**src/rtl/chsel_pkg.sv**
```systemverilog
// Shared types for the serial channel-select controller.
package chsel_pkg;

    // Switch sequencer phases
    typedef enum logic [1:0] {
        SW_IDLE  = 2'd0,   // all switches open, nothing pending
        SW_ARM   = 2'd1,   // all open, counting the turn-on delay
        SW_LIVE  = 2'd2,   // selected switch closed
        SW_DRAIN = 2'd3    // selected switch still closed, counting turn-off delay
    } sw_state_t;

    // Data line direction
    typedef enum logic [1:0] {
        DIR_NONE = 2'd0,   // nothing driven (after reset)
        DIR_FWD  = 2'd1,   // upstream in, downstream driven from shift register
        DIR_REV  = 2'd2    // downstream in, upstream driven from downstream
    } dir_t;

endpackage

```
**src/rtl/chsel_sync.sv**
```systemverilog
// Two-flop synchroniser, one chain per bit.
// Assumes each input bit is independent; no multi-bit coherency is provided.
module chsel_sync #(
    parameter int W = 3
) (
    input  logic         clk,
    input  logic         rst_n,
    input  logic [W-1:0] d_async,
    output logic [W-1:0] d_sync
);
    generate
        for (genvar g = 0; g < W; g++) begin : g_chain
            logic stage1, stage2;
            // Capture the asynchronous bit and let it settle one cycle
            always_ff @(posedge clk) begin
                if (!rst_n) begin
                    stage1 <= 1'b0;
                    stage2 <= 1'b0;
                end else begin
                    stage1 <= d_async[g];
                    stage2 <= stage1;
                end
            end
            assign d_sync[g] = stage2;
        end
    endgenerate
endmodule

```
**src/rtl/chsel_shreg.sv**
```systemverilog
// Command shift register. Shifts on request, new bit entering at the LSB,
// so after W shifts the first bit sits at the MSB and feeds the tail output.
module chsel_shreg #(
    parameter int W = 4
) (
    input  logic         clk,
    input  logic         rst_n,
    input  logic         shift_en,
    input  logic         din,
    output logic [W-1:0] word,
    output logic         tail
);
    logic [W-1:0] sr_q;

    // Shift one bit in per request
    always_ff @(posedge clk) begin
        if (!rst_n)
            sr_q <= '0;
        else if (shift_en)
            sr_q <= {sr_q[W-2:0], din};
    end

    assign word = sr_q;
    assign tail = sr_q[W-1];

    // every shift moves old content up by one and takes din at the bottom
    a_r2_shift_order: assert property (@(posedge clk) disable iff (!rst_n)
        shift_en |=> (sr_q[W-1:1] == $past(sr_q[W-2:0])) && (sr_q[0] == $past(din)));

endmodule

```
**src/rtl/chsel_switch_seq.sv**
```systemverilog
// Switch sequencer. On a select fall it latches the command, opens every
// switch, waits ON_DLY cycles, then closes the decoded switch. On a select
// rise it keeps the switch closed OFF_DLY more cycles, then opens it.
// Assumes sel_fall and sel_rise are single-cycle pulses that never coincide.
module chsel_switch_seq
    import chsel_pkg::*;
#(
    parameter int N_CH   = 8,
    parameter int ON_DLY = 6,
    parameter int OFF_DLY = 4
) (
    input  logic                    clk,
    input  logic                    rst_n,
    input  logic                    sel_fall,
    input  logic                    sel_rise,
    input  logic [$clog2(N_CH):0]   cmd,
    output logic [N_CH-1:0]         sw_en
);
    localparam int IDX_W  = $clog2(N_CH);
    localparam int CMD_W  = IDX_W + 1;
    localparam int ON_CNT = (ON_DLY  < 1) ? 1 : ON_DLY;
    localparam int OFF_CNT = (OFF_DLY < 1) ? 1 : OFF_DLY;
    localparam int MAX_CNT = (ON_CNT > OFF_CNT) ? ON_CNT : OFF_CNT;
    localparam int CNT_W  = $clog2(MAX_CNT + 1);

    sw_state_t        state_q;
    logic [CNT_W-1:0] cnt_q;
    logic [CMD_W-1:0] cmd_q;
    logic [N_CH-1:0]  sw_q;
    logic [N_CH-1:0]  decoded;

    // One-hot decode of the latched command, gated by its enable bit
    generate
        for (genvar g = 0; g < N_CH; g++) begin : g_dec
            assign decoded[g] = cmd_q[CMD_W-1] && (cmd_q[IDX_W-1:0] == IDX_W'(g));
        end
    endgenerate

    // Phase, delay counter and switch register
    always_ff @(posedge clk) begin
        if (!rst_n) begin
            state_q <= SW_IDLE;
            cnt_q   <= '0;
            cmd_q   <= '0;
            sw_q    <= '0;
        end else if (sel_fall) begin
            cmd_q   <= cmd;
            sw_q    <= '0;
            cnt_q   <= CNT_W'(ON_CNT - 1);
            state_q <= SW_ARM;
        end else begin
            case (state_q)
                SW_ARM: begin
                    if (sel_rise)
                        state_q <= SW_IDLE;
                    else if (cnt_q == '0) begin
                        sw_q    <= decoded;
                        state_q <= SW_LIVE;
                    end else
                        cnt_q <= cnt_q - 1'b1;
                end
                SW_LIVE: begin
                    if (sel_rise) begin
                        cnt_q   <= CNT_W'(OFF_CNT - 1);
                        state_q <= SW_DRAIN;
                    end
                end
                SW_DRAIN: begin
                    if (cnt_q == '0) begin
                        sw_q    <= '0;
                        state_q <= SW_IDLE;
                    end else
                        cnt_q <= cnt_q - 1'b1;
                end
                default: state_q <= SW_IDLE;
            endcase
        end
    end

    assign sw_en = sw_q;

    // never more than one switch closed
    a_r8_single_switch: assert property (@(posedge clk) disable iff (!rst_n)
        $onehot0(sw_q));

    // a closed switch may only be followed by itself or by all-open
    a_r8_break_first: assert property (@(posedge clk) disable iff (!rst_n)
        ((sw_q != '0) && ($past(sw_q) != '0)) |-> (sw_q == $past(sw_q)));

    // nothing is closed while the turn-on delay runs
    a_r4_dark_while_arming: assert property (@(posedge clk) disable iff (!rst_n)
        (state_q == SW_ARM) |-> (sw_q == '0));

    // the closed switch holds through the live phase
    a_r5_hold_while_live: assert property (@(posedge clk) disable iff (!rst_n)
        ((state_q == SW_LIVE) && ($past(state_q) == SW_LIVE)) |-> $stable(sw_q));

endmodule

```
**src/rtl/chsel_ctrl.sv**
```systemverilog
// Top of the serial channel-select controller. Synchronises the serial pins,
// detects edges, runs the command shift register, the switch sequencer and
// the data line direction control.
// Assumes the serial clock is slow enough that each level lasts at least
// three system clock cycles.
module chsel_ctrl
    import chsel_pkg::*;
#(
    parameter int N_CH    = 8,
    parameter int T_ON    = 6,
    parameter int T_OFF   = 4
) (
    input  logic            clk,
    input  logic            rst_n,
    input  logic            sclk_in,
    input  logic            sel_in,
    input  logic            up_in,
    output logic            up_out,
    output logic            up_oe,
    input  logic            dn_in,
    output logic            dn_out,
    output logic            dn_oe,
    output logic [N_CH-1:0] sw_en
);
    localparam int IDX_W = $clog2(N_CH);
    localparam int CMD_W = IDX_W + 1;

    logic [2:0]       sync_out;
    logic             sclk_s, sel_s, up_s;
    logic             sclk_d, sel_d;
    logic             sclk_rise, sel_rise, sel_fall;
    logic [CMD_W-1:0] cmd_word;
    logic             sr_tail;
    dir_t             dir_q;

    chsel_sync #(.W(3)) i_sync (
        .clk     (clk),
        .rst_n   (rst_n),
        .d_async ({up_in, sel_in, sclk_in}),
        .d_sync  (sync_out)
    );
    assign sclk_s = sync_out[0];
    assign sel_s  = sync_out[1];
    assign up_s   = sync_out[2];

    // Delayed copies for edge detection
    always_ff @(posedge clk) begin
        if (!rst_n) begin
            sclk_d <= 1'b0;
            sel_d  <= 1'b0;
        end else begin
            sclk_d <= sclk_s;
            sel_d  <= sel_s;
        end
    end

    assign sclk_rise = sclk_s & ~sclk_d;
    assign sel_rise  = sel_s & ~sel_d;
    assign sel_fall  = ~sel_s & sel_d;

    chsel_shreg #(.W(CMD_W)) i_shreg (
        .clk      (clk),
        .rst_n    (rst_n),
        .shift_en (sclk_rise & sel_s),
        .din      (up_s),
        .word     (cmd_word),
        .tail     (sr_tail)
    );

    chsel_switch_seq #(.N_CH(N_CH), .ON_DLY(T_ON), .OFF_DLY(T_OFF)) i_seq (
        .clk      (clk),
        .rst_n    (rst_n),
        .sel_fall (sel_fall),
        .sel_rise (sel_rise),
        .cmd      (cmd_word),
        .sw_en    (sw_en)
    );

    // Direction follows select edges; stays undriven until the first frame
    always_ff @(posedge clk) begin
        if (!rst_n)
            dir_q <= DIR_NONE;
        else if (sel_rise)
            dir_q <= DIR_FWD;
        else if (sel_fall)
            dir_q <= DIR_REV;
    end

    assign dn_oe  = (dir_q == DIR_FWD);
    assign up_oe  = (dir_q == DIR_REV);
    assign dn_out = sr_tail;
    assign up_out = dn_in;

    // the two data lines are never driven at the same time
    a_r6_one_driver: assert property (@(posedge clk) disable iff (!rst_n)
        !(up_oe && dn_oe));

    // a select fall hands the upstream line to the block next cycle
    a_r7_turnaround: assert property (@(posedge clk) disable iff (!rst_n)
        sel_fall |=> (up_oe && !dn_oe));

endmodule

```
**config.mk**
```make
export PLATFORM = sky130hd
export DESIGN_NAME = chsel_ctrl
export DESIGN_NICKNAME = d
export VERILOG_FILES = /design/src/rtl/chsel_pkg.sv /design/src/rtl/chsel_sync.sv /design/src/rtl/chsel_shreg.sv /design/src/rtl/chsel_switch_seq.sv /design/src/rtl/chsel_ctrl.sv
export SDC_FILE = /design/constraint.sdc
export NUM_CORES = 1
export LEC_CHECK = 0
export BUFFER_PORTS_ARGS = -buffer_cell sky130_fd_sc_hd__buf_4
export CAP_MARGIN = 20
export CORE_MARGIN = 2
export CORE_UTILIZATION = 59
export CTS_BUF_LIST = sky130_fd_sc_hd__clkbuf_8
export CTS_CLUSTER_DIAMETER = 60
export DETAILED_ROUTE_END_ITERATION = 10
export HOLD_SLACK_MARGIN = 0.12
export PLACE_DENSITY = 0.91
export SETUP_SLACK_MARGIN = 0.1
export SLEW_MARGIN = 20
export SYNTH_ARGS = -nofsm -noshare
export SYNTH_HDL_FRONTEND = slang
export SYNTH_HIERARCHICAL = 1
export SYNTH_SLANG_ARGS = --single-unit
```
**constraint.sdc**
```tcl
create_clock -name clk -period 2.38 [get_ports clk]
set_input_delay 0.119 -clock clk [delete_from_list [all_inputs] [get_ports clk]]
set_output_delay 0.119 -clock clk [all_outputs]
set_load 0.01 [all_outputs]
```
; Yosys cells after proc, flatten, opt, wreduce, memory -nomap -nowiden
; Index checks and enable logic that the tools add are counted.
[totals]
input_bits = 6
elab_cells = 85
reg_bits = 31
output_inout_bits = 12
[classes]
n_addsub = 1
bitwise_logic = 8
reduce_logical = 21
n_eq_ne = 21
mux = 17
[op_table]
columns = op, count
row1 = 2-to-1 mux 8 bit, 3
row2 = case mux 8 bit (2 select lines), 1
row3 = "== test 3 bit, second input constant", 4
row4 = 2-to-1 mux 3 bit, 4
row5 = AND reduction 3 bit, 4
row6 = "!= test 3 x 1 -> 1 bit, second input constant", 3
row7 = case mux 3 bit (3 select lines), 1
row8 = logical AND 1 bit, 8
row9 = 2-to-1 mux 2 bit, 4
row10 = "== test 2 bit, second input constant", 3
row11 = "== test 3 x 2 -> 1 bit, second input constant", 2
row12 = logical NOT 3 bit, 2
row13 = "!= test 2 x 1 -> 1 bit, second input constant", 3
row14 = case mux 2 bit (3 select lines), 1
row15 = bitwise AND 1 bit, 4
row16 = "== test 2 x 1 -> 1 bit, second input constant", 2
row17 = "!= test 4 x 1 -> 1 bit, second input constant", 1
row18 = inverter 1 bit, 4
row19 = AND reduction 4 bit, 1
row20 = nonzero test 2 bit, 2
row21 = nonzero test 4 bit, 1
row22 = OR reduction 2 bit, 2
row23 = "== test 3 x 1 -> 1 bit, second input constant", 1
row24 = 2-to-1 mux 1 bit, 3
row25 = 4 further kinds, 4

; Longest topological paths before layout
; Gate-level depths: netlist of the first run.
[depth]
depth_word = 5
ltp_mapped = 8
ltp_nobuf = 6

; Modules after synthesis
; Netlist of the first run, hierarchy kept.
[by_module_without_submodules]
columns = mod, area_per_inst_um2, cells_each, instances, seq_area_each_um2
row1 = chsel_switch_seq, 887.1, 103, 1, 340.3
row2 = chsel_ctrl, 185.2, 19, 1, 80.1
row3 = chsel_sync, 180.2, 15, 1, 120.1
row4 = chsel_shreg, 163.9, 14, 1, 80.1

; Worst setup path after synthesis of the first run
; No wires, ideal clock.
[synth_timing]
path_type = reg-to-reg
startpoint = register i_sync.g_chain[1].stage2
endpoint = register i_seq.sw_q[4], in the netlist i_seq/sw_en[4]
arrival_time_ns = 1.731
n_path_buf = 2
slack_ns = 0.579
setup_ns = 0.070
stages_incl_launch_ff = 7
t_required_ns = 2.310
synth_period_minus_slack_ns = 1.801
path_cell_list = dfxtp_1 > buf_4 > ha_1 > a211o_1 > buf_6 > or4_1 > a21oi_1
[synth_via]
elab_chain_len = 3
word_cells_on_any_way = 6
classes_between = eq/ne (1) / bitwise (3) / reduce/logical (2)
[synth_rtl]
columns = element, line_no
row1 = from (decl), chsel_sync.sv:13  ; logic stage1, stage2;
row2 = from (signal assigned), chsel_sync.sv:21  ; stage2 <= stage1;
row3 = bitwise AND 1 bit, chsel_ctrl.sv:58  ; assign sel_rise = sel_s & ~sel_d;
row4 = named net sel_rise, chsel_ctrl.sv:31  ; logic sclk_rise, sel_rise, sel_fall;
row5 = != test 2 bit (no source line), --
row6 = AND reduction 4 bit (no source line), --
row7 = to (signal assigned), chsel_switch_seq.sv:57  ; sw_q <= decoded;
row8 = to (decl), chsel_switch_seq.sv:29  ; logic [N_CH-1:0] sw_q;
; The timed path passes the listed nets, and every way through them passes these cells.
; A chain may end at the register's enable or synchronous reset.

; Worst setup path after layout of the first run
[layout_timing]
startpoint = register i_seq.state_q[0]
endpoint = register i_seq.sw_q[5], in the netlist i_seq/sw_en[5]
[layout_via]
elab_chain_len = 3
word_cells_on_any_way = 8
classes_between = eq/ne (5) / mux (1) / reduce/logical (2)
[layout_rtl]
columns = element, line_no
row1 = from (decl), chsel_switch_seq.sv:26  ; sw_state_t state_q;
row2 = from (signal assigned), chsel_switch_seq.sv:42  ; state_q <= SW_IDLE;
row3 = from (signal assigned), chsel_switch_seq.sv:50  ; state_q <= SW_ARM;
row4 = from (signal assigned), chsel_switch_seq.sv:55  ; state_q <= SW_IDLE;
row5 = == test 2 x 1 -> 1 bit / == test 2 bit (equally long branches), chsel_switch_seq.sv:52  ; case (state_q)
row6 = "!= test 2 x 1 -> 1 bit (no source line), or another cell as far along", --
row7 = AND reduction 4 bit (no source line), --
; Several ways; a longest one is shown, not always the timed one.

==> key figures, run 1 <==
Critical path
  • CP Max Fanout: 11
  • Crit Path Category: reg -> reg
  • CP peak stage delay: 0.53 ns
  • Critical path launch point type: flip-flop
  • Crit. End Element: flip-flop
  • Crit path required time: 2.59 ns
  • Top delay family on crit path: simple AND/OR/NAND/NOR gates
  • Buf+Inv Stages, Crit Path: 0
  • Worst path cell trace: ha_1, nor2_1, a211o_1, or4b_1, a21oi_1
  • Worst path slowest cell: or4b_1
  • Crit path arrival time: 2.15 ns

Timing
  • Clock skew: 0.006708 ns
  • Final period utilization: 81.46%
  • Setup tns final: 0 ns
  • Fmax achieved: 0.5158 GHz
  • Final Max Slew Viols: 0
  • Final hold vios: 0
  • RSZ-0062 raised after global routing: no
  • Pin slew with the least headroom to its limit: 0.6371 ns
  • Relative slew margins: 57.27%
  • Final setup vio count: 0
  • Minimum clock period after layout: 1.939 ns

Logic synthesis
  • Number of synthesized register bits: 31
  • Sequential share of the synthesized area: 43.82%
  • Synth Cell Area: 1416 µm²
  • Cells after Synth: 151
  • Synth warn: 6
  • Synth Net Count: 164
  • Distinct cells, synth: 35
  • Mean post-synth cell area: 9.380 µm²

Status
  • Status: complete, no violations

Clock tree
  • CTS clk-pin slew, worst paths: 0.06 ns
  • Clk buf depth: 2
  • Num CTS Buffers: 5
  • Post CTS Setup Buffer Count: 0
  • Root buffer cell: clkbuf_8
  • H-Tree Depth: 2
  • Clk_lat worst skew: 0.28 ns
  • TritonCTS clock tree: built
  • Clock Sinks: 31

Drt
  • Final WL: 2.915 mm
  • Iter 0 DRT Violations: 35
  • Vias/cell: 5.711
  • Routed WL per cell: 15.03 µm
  • First-pass DRT Iterations: 4
  • DRC: 0
  • ANT nets after route: 0
  • DR vias: 1108

Placement
  • RePlAce Congestion: 0.9132
  • Hpwl dp: 1.930 mm
  • IO Port Bufs: 15
  • Dpl cell area: 1484 µm²

Layout
  • N_diodes: 0
  • Net count, final: 178
  • Most frequent cells in the layout: 31 x dfxtp_1, 16 x buf_4, 14 x nand2_1
  • Syn-to-layout area delta: 13.96%
  • Fin area: 1614 µm²
  • Commonest non-fill, non-tap cell in the layout: dfxtp_1
  • Filler cell count: 164
  • Ratio of cells with drive above 1 in the final layout: 15.66%

Run
  • Max Cap Viol: 0

GRT
  • Global-route usage over all layers: 24.93%
  • Total gr overflow: 0
  • Antenna violations before repair: 0
  • Vias in the first global route: 1074
  • Pin count of the biggest net entering global routing: 19
  • First-pass GRT wire length: 4.774 mm

Hold path
  • Hold/Removal Path Class: in -> reg

Floorplanning
  • Row count: 17
  • Die X: 53.00 µm
  • Initial core utilization: 63.42%
  • Core area: 2233 µm²
  • Die ar.: 2808 µm²
  • Die Y-Extent: 53.00 µm
  • IO Pins: 18

Pwr
  • Maximum vdd drop: 0.0005732 V
  • LEAKAGE: 0.6404 nW
  • Pwr per Cell Area: 629.2 nW/µm²
## path summary, 6_finish.rpt
check | end | slack (ns) | from | cells past startpoint
setup / recovery | i_seq/sw_en[5] | 0.44 | i_seq/state_q[0] | 5
hold / removal | i_seq/cnt_q[0] | 0.16 | rst_n | 2
setup reg to reg | i_seq/sw_en[5] | 0.44 | i_seq/state_q[0] | 5
hold reg to reg | i_sync/g_chain[1].stage2 | 0.43 | i_sync/g_chain[1].stage1 | 1
## cell usage after synthesis, drive strengths merged
| master | instances | share of area (%) |
|---|---|---|
| o21ai | 3 | 1.1 |
| and2 | 8 | 3.5 |
| nand2b | 3 | 1.9 |
| a41o | 1 | 0.71 |
| or4b | 1 | 0.71 |
| o22ai | 1 | 0.44 |
| dfxtp | 31 | 44 |
| or4 | 1 | 0.53 |
| a22oi | 1 | 0.53 |
| nand4 | 1 | 0.44 |
| a211oi | 4 | 2.1 |
| inv | 9 | 2.4 |
| nor4b | 1 | 0.62 |
| or3 | 1 | 0.44 |
| o211a | 2 | 1.4 |
| nor2b | 8 | 3.5 |
| mux2i | 9 | 6.4 |
| a31o | 1 | 0.62 |
| nor2 | 10 | 2.7 |
| nor3 | 2 | 0.71 |
| nand2 | 14 | 3.7 |
| buf | 9 | 5.4 |
| clkbuf | 3 | 0.79 |
| a211o | 2 | 1.2 |
| ha | 7 | 6.2 |
| nor3b | 3 | 1.9 |
| a41oi | 1 | 0.62 |
| nand4b | 2 | 1.2 |
| nand3 | 1 | 0.35 |
| a21oi | 10 | 3.5 |
| nand3b | 1 | 0.53 |
## repair_timing
item	in CTS	in global routing
endpoints found under the hold margin	3	0
setup endpoints to repair	0	0
hold buffers	3	0
resized for setup	0	0
## state kept, by name, indices dropped and copies added, names as in the netlist
signal and flops:
dir_q 2, i_seq/cmd_q 4, i_seq/cnt_q 3, i_seq/state_q 2, i_seq/sw_en 8, i_shreg/word 4, i_sync/g_chain.stage1 3, i_sync/g_chain.stage2 3
sclk_d 1, sel_d 1
## final cells by class
class,instances,area [µm²],area share [%]
Multi-Input combinational cell,99,674.4,41.78
Tap cell,28,35.03,2.171
Sequential cell,31,620.6,38.45
Timing Repair Buffer,19,150.1,9.302
Clock inverter,1,3.754,0.2326
Inverter,9,33.78,2.093
Clock buffer,7,96.34,5.969
## logic make-up after synthesis
logic type,share of synthesized area [%]
compound gates,12.28
fa+ha+maj,6.183
buf+inv,8.568
flops,43.82
mux,6.361
simple gates,22.79
## worst register-to-register path, delay by kind of cell (launching register included)
family | cells | cell delay [ns]
and+or+nand+nor | 2 | 0.63
AOI/OAI and AO/OA | 2 | 0.56
DFF | 1 | 0.40
adders and majority gates | 1 | 0.28
## per-layer routing
metal,part of all wire [%],vias to the layer above,global-route usage (%)
met2,51,43,41.25
met3,5.5,10,7.910
li1,-,538,-
met1,39,517,27.00
met5,0,-,0
met4,3.8,0,16.67
## power breakdown
group | switching (W) | internal (W)
clock | 0.000184 | 0.000259
sequential | 0.00000313 | 0.000526
combinational | 0.0000221 | 0.0000213
## through the flow
| step | power [W] | setup slack [ns] | std cells | hold WS [ns] | util, % |
|---|---|---|---|---|---|
| after floorplan | 0.0005708 | 0.5788 | 151 | 0.2407 | - |
| after global placement | 0.0005767 | 0.5829 | 183 | 0.2381 | 66.44 |
| after detailed placement | 0.0005788 | 0.4748 | 183 | 0.2381 | 66.44 |
| after CTS | 0.001021 | 0.4594 | 194 | 0.1553 | 72.27 |
| after global routing | 0.001052 | 0.3397 | 194 | 0.1594 | 72.27 |
| final | 0.001016 | 0.4412 | 194 | 0.1570 | 72.27 |
No activity file was read; power rests on OpenSTA's default activity.
==> inputs of run 2 (changes only) <==
Settings changed: ABC_AREA from default to 1.
Clock period 2.38 ns to 1.95 ns, I/O delays scaled along.
==> key figures, run 2 <==
Status
  • Status: complete, no violations (unchanged)

Critical path
  • Crit. End Element: flip-flop (unchanged)
  • Crit path required time: 2.13 ns (was 2.59 ns)
  • Crit path arrival time: 1.65 ns (was 2.15 ns)
  • Crit Path Category: reg -> reg (unchanged)
  • RR Endpoint: i_seq/cnt_q[2] (was i_seq/sw_en[5])
  • RR Startpoint: i_sync/g_chain[1].stage2 (was i_seq/state_q[0])
  • Reg2Reg Depth: 8 (was 5)
  • Register-to-register setup slack: 0.48 ns (was 0.44 ns)
  • CP Max Fanout: 11 (unchanged)
  • Critical path launch point type: flip-flop (unchanged)

Timing
  • Clock skew: 0.004706 ns (was 0.006708 ns)
  • Final hold vios: 0 (unchanged)
  • Setup tns final: 0 ns (unchanged)
  • Final period utilization: 75.32% (was 81.46%)
  • Minimum clock period after layout: 1.469 ns (was 1.939 ns)
  • Final setup vio count: 0 (unchanged)
  • Pin slew with the least headroom to its limit: 0.4433 ns (was 0.6371 ns)
  • Final Max Slew Viols: 0 (unchanged)
  • Relative slew margins: 70.34% (was 57.27%)
  • RSZ-0062 raised after global routing: no (unchanged)
  • Fmax achieved: 0.6809 GHz (was 0.5158 GHz)

Layout
  • Ratio of cells with drive above 1 in the final layout: 11.54% (was 15.66%)
  • Syn-to-layout area delta: 14.17% (was 13.96%)
  • Fin cells: 264 (was 194)
  • Max reg flops: 8 (unchanged)
  • Fin area: 1714 µm² (was 1614 µm²)
  • Commonest non-fill, non-tap cell in the layout: nand2_1 (was dfxtp_1)
  • Most frequent cells in the layout: 52 x nand2_1, 43 x nor2_1, 41 x inv_1, 31 x dfxtp_1, 15 x buf_4 (was 31 x dfxtp_1, 16 x buf_4, 14 x nand2_1)
  • Net count, final: 246 (was 178)
  • N_diodes: 0 (unchanged)

Pwr
  • LEAKAGE: 0.8909 nW (was 0.6404 nW)
  • Clk network pwr share: 41.8% (was 43.6%)
  • Cell Int Power: 0.001019 W (was 0.0008066 W)
  • Sequential share of power: 49.8% (was 52.1%)
  • Logic pwr share: 8.3% (was 4.3%)
  • Net Switching: 0.0003104 W (was 0.0002089 W)
  • Pwr per Cell Area: 775.5 nW/µm² (was 629.2 nW/µm²)
  • Maximum vdd drop: 0.0007762 V (was 0.0005732 V)
  • Total power draw: 0.001329 W (was 0.001016 W)
  • Sw frac: 23.35% (was 20.57%)

Hold path
  • Hold Crit Endpoint: i_sync/g_chain[2].stage2 (was i_seq/cnt_q[0])
  • Min-delay src: rst_n (unchanged)
  • Hold path depth: 3 (was 2)
  • Hold/Removal Path Class: in -> reg (unchanged)

Floorplanning
  • Row count: 18 (was 17)
  • Die ar.: 2964 µm² (was 2808 µm²)
  • Initial core utilization: 61.16% (was 63.42%)
  • Die X: 54.45 µm (was 53.00 µm)
  • IO Pins: 18 (unchanged)
  • Die Y-Extent: 54.45 µm (was 53.00 µm)
  • Core area: 2455 µm² (was 2233 µm²)

Logic synthesis
  • Top-area cell type share of the netlist area: 41.33% (was 43.82%)
  • Post-synth ARST share: 0% (unchanged)
  • Multiplexer share of the synthesized area: 0% (was 6.360%)
  • Cells after Synth: 216 (was 151)
  • Distinct cells, synth: 19 (was 35)
  • Synth warn: 6 (unchanged)
  • Largest family of logic cells by synthesized area: simple AND/OR/NAND/NOR gates (unchanged)
  • Sequential share of the synthesized area: 41.33% (was 43.82%)
  • Compound-Gate Fraction of Synth Area: 10.25% (was 12.28%)
  • Cell taking the most area after synthesis: dfxtp_1 (unchanged)
  • Main synth FF type: dfxtp_1 (unchanged)
  • Post-synth EDFFs: 0 (unchanged)
  • Adder-Cell Fraction of Synth Area: 5.833% (was 6.184%)
  • Synth Area in XOR/XNOR: 0.5833% (was 0%)
  • Largest cells by area after synthesis: dfxtp_1 41%, nand2_1 13%, nor2_1 11%, inv_1 10%, ha_1 5.8% (was dfxtp_1 44%, mux2i_1 6.4%, ha_1 6.2%, nand2_1 3.7%, a21oi_1 3.5%)
  • Simple-gate portion of the synthesized area: 27.00% (was 22.79%)
  • Mean post-synth cell area: 6.951 µm² (was 9.380 µm²)
  • Commonest cells in the synthesized netlist: 52 x nand2_1, 43 x nor2_1, 41 x inv_1, 31 x dfxtp_1, 13 x o21ai_0 (was 31 x dfxtp_1, 14 x nand2_1, 10 x a21oi_1, 10 x nor2_1)
  • Synth Net Count: 229 (was 164)
  • Synth Cell Area: 1501 µm² (was 1416 µm²)
  • Count leader, synth: nand2_1 (was dfxtp_1)
  • Number of synthesized register bits: 31 (unchanged)

Drt
  • DRC: 0 (unchanged)
  • Iter 0 DRT Violations: 36 (was 35)
  • DR vias: 1226 (was 1108)
  • Final WL: 2.483 mm (was 2.915 mm)
  • First-pass DRT Iterations: 4 (unchanged)
  • Vias/cell: 4.644 (was 5.711)
  • ANT nets after route: 0 (unchanged)
  • Routed WL per cell: 9.405 µm (was 15.03 µm)

Run
  • Max Cap Viol: 0 (unchanged)

Placement
  • RePlAce Congestion: 0.8262 (was 0.9132)
  • Hpwl dp: 1.728 mm (was 1.930 mm)
  • Placed instance count: 253 (was 183)
  • Dpl cell area: 1580 µm² (was 1484 µm²)
  • IO Port Bufs: 15 (unchanged)

GRT
  • Pin count of the biggest net entering global routing: 23 (was 19)
  • Global-route usage over all layers: 20.61% (was 24.93%)
  • Vias in the first global route: 1097 (was 1074)
  • Antenna violations before repair: 0 (unchanged)
  • First-pass GRT wire length: 4.347 mm (was 4.774 mm)
  • Total gr overflow: 0 (unchanged)

Clock tree
  • TritonCTS clock tree: built (unchanged)
  • CTS clk-pin slew, worst paths: 0.07 ns (was 0.06 ns)
  • Clk_lat worst skew: 0.28 ns (about the same)
  • Clock Sinks: 31 (unchanged)
  • Post CTS Setup Buffer Count: 0 (unchanged)
  • H-Tree Depth: 2 (unchanged)
  • Num CTS Buffers: 5 (unchanged)
  • Clk buf depth: 2 (unchanged)
  • Root buffer cell: clkbuf_8 (unchanged)
==> run 2: changes by cell type after synthesis, sizes merged, moves of 4 or more <==
cell / change
nor2b: -8
and2: -8
inv: +32
nor2: +35
a21oi: -4
nand2: +38
o21ai: +13
mux2i: -9
a211oi: -4
==> run 2: worst max path at each step <==
stage | from | end | cells after the start
final | i_sync/g_chain[1].stage2 | i_seq/cnt_q[2] | 8
after global routing | i_sync/g_chain[1].stage2 | i_seq/cnt_q[2] | 8
after CTS | i_sync/g_chain[1].stage2 | i_seq/cnt_q[2] | 8
after detailed placement | i_sync/g_chain[1].stage2 | i_seq/cnt_q[2] | 8
after global placement | i_sync/g_chain[1].stage2 | i_seq/cnt_q[0] | 8
after floorplan | i_sync/g_chain[1].stage2 | i_seq/sw_en[1] | 7
==> run 2: cell families (layout without fill, tap and decap cells) <==
| logic type | count (synthesis) | in the layout |
|---|---|---|
| AND/OR/NAND/NOR | 102 | 102 |
| buffers and inverters | 49 | 67 |
| flip-flops | 31 | 31 |
| AO/OA/AOI/OAI | 26 | 26 |
| adder cells (fa/ha/maj) | 7 | 7 |
| XOR/XNOR | 1 | 1 |
==> run 2: power by group through the flow <==
stage,Combinational (W),Clock (W),Sequential [W]
2_1_floorplan,0.0000792,0,0.000676
4_1_cts,0.000111,0.000575,0.000662
3_3_place_gp,0.000102,0,0.000676
6_report,0.000111,0.000556,0.000662
5_1_grt,0.000128,0.000610,0.000665
3_5_place_dp,0.000106,0,0.000677
==> run 2: worst max-delay path, cell delays in order, from the launching register on <==
cell and delay [ns]:
dfxtp_1 0.37, inv_1 0.06, ha_1 0.25, inv_1 0.25, nand3_1 0.14, nand2_1 0.11
o21bai_1 0.08, nand2_1 0.07, nor2_1 0.04
==> run 2: final cells by class <==
type	count	area, µm²
flip-flops and latches	31	620.6
repair buffers	18	142.6
multi-input cells	136	655.6
inverters	41	153.9
clock inverters	1	7.507
well taps	30	37.54
fillers	205	740.7
clock buffers	7	96.34
==> run 2: metrics by stage <==
step                utilization, %  hold slack, ns  setup WS, ns
finish                       69.83          0.1464        0.4813
CTS                          69.83          0.1365        0.4699
floorplan                        -          0.1910        0.5981
global route                 69.83          0.1449        0.3416
detailed placement           64.37          0.1951        0.5176
global placement             64.37          0.1951        0.5651
==> run 2: per-layer routing <==
metal  vias up  part of all wire (%)  global-route usage [%]  routed length (µm)
met5         -                     0                       0                   0
met4         0                   1.7                   10.00                  42
met3         5                   4.1                   5.738                 102
met2        25                    49                   34.94                1216
met1       521                    45                   23.73                1121
li1        675                     -                       -                   -
==> run 2: timing repair <==
item	CTS	global route
gates resized for setup	0	0
hold buffers	3	0
endpoints found under the hold margin	3	0
==> inputs of run 3 (changes only) <==
Clock period 1.95 ns to 1.5 ns, I/O delays scaled along.
==> key figures, run 3 (synthesized netlist as in run 2, its figures left out) <==
Layout
  • Util after Layout: 76.04% (was 69.83%)
  • Syn-to-layout area delta: 24.33% (was 14.17%)
  • Commonest non-fill, non-tap cell in the layout: nand2_1 (unchanged)
  • N_diodes: 0 (unchanged)
  • Max reg flops: 8 (unchanged)
  • Filler cell count: 183 (was 205)
  • Net count, final: 254 (was 246)
  • Ratio of cells with drive above 1 in the final layout: 22.41% (was 11.54%)
  • Most frequent cells in the layout: 52 x nand2_1, 42 x nor2_1, 37 x inv_1, 25 x dfxtp_1, 21 x buf_4 (was 52 x nand2_1, 43 x nor2_1, 41 x inv_1, 31 x dfxtp_1, 15 x buf_4)

GRT
  • Vias in the first global route: 1108 (was 1097)
  • First-pass GRT wire length: 4.381 mm (was 4.347 mm)
  • Antenna violations before repair: 0 (unchanged)
  • Global-route usage over all layers: 21.22% (was 20.61%)
  • Pin count of the biggest net entering global routing: 23 (unchanged)
  • Total gr overflow: 0 (unchanged)

Drt
  • Routed WL per cell: 10.84 µm (was 9.405 µm)
  • Vias/cell: 4.845 (was 4.644)
  • DRC: 0 (unchanged)
  • DR vias: 1313 (was 1226)
  • ANT nets after route: 0 (unchanged)
  • Iter 0 DRT Violations: 35 (was 36)
  • First-pass DRT Iterations: 4 (unchanged)
  • Final WL: 2.937 mm (was 2.483 mm)

Floorplanning
  • IO Pins: 18 (unchanged)
  • Initial core utilization: 61.16% (unchanged)
  • Core area: 2455 µm² (unchanged)
  • Die ar.: 2964 µm² (unchanged)
  • Row count: 18 (unchanged)
  • Die Y-Extent: 54.45 µm (unchanged)
  • Die X: 54.45 µm (unchanged)

Clock tree
  • CTS clk-pin slew, worst paths: 0.06 ns (was 0.07 ns)
  • Clock Sinks: 31 (unchanged)
  • Root buffer cell: clkbuf_8 (unchanged)
  • Clk buf depth: 2 (unchanged)
  • Num CTS Buffers: 5 (unchanged)
  • Clk_lat worst skew: 0.28 ns (about the same)
  • TritonCTS clock tree: built (unchanged)
  • H-Tree Depth: 2 (unchanged)

Critical path
  • Cell repeated most along the worst path: inv_2
  • Buf+Inv Stages, Crit Path: 3 (was 2)
  • Crit. End Element: flip-flop (unchanged)
  • Top delay family on crit path: flip-flops (unchanged)
  • CP peak stage delay: 0.33 ns (was 0.37 ns)
  • Crit path required time: 1.66 ns (was 2.13 ns)
  • Critical path launch point type: flip-flop (unchanged)
  • CP Max Fanout: 8 (was 11)
  • Crit path arrival time: 1.51 ns (was 1.65 ns)
  • Worst path cell trace: inv_2, ha_4, inv_2, nor2_4, o211ai_4, clkbuf_16, o21ai_1, nor2_1 (was inv_1, ha_1, inv_1, nand3_1, nand2_1, o21bai_1, nand2_1, nor2_1)
  • Worst path slowest cell: dfxtp_2 (was dfxtp_1)
  • Crit Path Category: reg -> reg (unchanged)

Timing
  • Clock skew: 0.003177 ns (was 0.004706 ns)
  • Fmax achieved: 0.7430 GHz (was 0.6809 GHz)
  • Final hold vios: 0 (unchanged)
  • Minimum clock period after layout: 1.346 ns (was 1.469 ns)
  • Relative slew margins: 68.60% (was 70.34%)
  • Final period utilization: 89.73% (was 75.32%)
  • RSZ-0062 raised after global routing: yes (was no)
  • Final Max Slew Viols: 0 (unchanged)
  • Setup WS post-layout: 0.1541 ns (was 0.4813 ns)
  • Setup tns final: 0 ns (unchanged)
  • Pin slew with the least headroom to its limit: 0.4692 ns (was 0.4433 ns)
  • Final setup vio count: 0 (unchanged)

Placement
  • IO Port Bufs: 15 (unchanged)
  • Hpwl dp: 1.863 mm (was 1.728 mm)
  • RePlAce Congestion: 0.8267 (was 0.8262)
  • Dpl ws: 0.05733 ns (was 0.5176 ns)

Pwr
  • Maximum vdd drop: 0.001084 V (was 0.0007762 V)
  • Pwr per Cell Area: 901.8 nW/µm² (was 775.5 nW/µm²)
  • LEAKAGE: 0.9416 nW (was 0.8909 nW)

Status
  • Status: complete, no violations (unchanged)

Hold path
  • Hold/Removal Path Class: in -> reg (unchanged)

Run
  • Max Cap Viol: 0 (unchanged)
-- run 3: layer usage --
layer  track usage (%)  vias up  part of all wire, %  routed length, µm
met1             21.79      594                   41               1202
met3             9.016        4                  4.9                143
li1                  -      686                    -                  -
met5                 0        -                    0                  0
met4             6.250        0                 0.95                 28
met2             38.76       29                   53               1562
-- run 3: final cells by class --
| type | count | area (µm²) | area share (%) |
|---|---|---|---|
| clock inverters | 1 | 5.005 | 0.2681 |
| clock buffers | 6 | 82.58 | 4.424 |
| well taps | 30 | 37.54 | 2.011 |
| inverters | 41 | 153.9 | 8.244 |
| repair buffers | 26 | 232.7 | 12.47 |
| flip-flops and latches | 31 | 630.6 | 33.78 |
| multi-input cells | 136 | 724.4 | 38.81 |
-- run 3: timing repair --
action / CTS / global route
pin swaps: 1 / 4
gates cloned: 0 / 1
setup endpoints to repair: 8 / 16
hold endpoints to repair: 3 / 0
setup buffers: 1 / 3
gates resized for setup: 1 / 30
hold buffers: 3 / 0
-- run 3: worst reg2reg max path: cells and delay by family, from the launching register on --
family                     cells  cell delay (ns)
DFF                            1             0.33
buffers and inverters          3             0.30
adders and majority gates      1             0.13
and+or+nand+nor                2             0.24
AOI/OAI and AO/OA              2             0.25
-- run 3: path summary, 6_finish.rpt --
path,from,end,slack (ns),depth (start not counted)
hold / removal,rst_n,i_sync/g_chain[2].stage2,0.12,3
hold reg to reg,i_sync/g_chain[1].stage1,i_sync/g_chain[1].stage2,0.42,2
setup reg to reg,i_seq/cnt_q[0],i_seq/sw_en[5],0.15,8
setup / recovery,i_seq/cnt_q[0],i_seq/sw_en[5],0.15,8
-- run 3: power by group --
part	internal [W]	switching [W]
logic	0.0000815	0.0000982
clock network	0.000359	0.000282
registers	0.000848	0.0000151
-- run 3: per-stage QoR --
stage,hold slack [ns],instance area (µm²),cells,power [W]
5_1_grt,0.1306,1867,271,0.001773
3_3_place_gp,0.1501,1603,256,0.001016
3_5_place_dp,0.1501,1603,256,0.001024
4_1_cts,0.1203,1742,267,0.001678
2_1_floorplan,0.1685,1501,216,0.0009817
6_report,0.1240,1867,271,0.001683
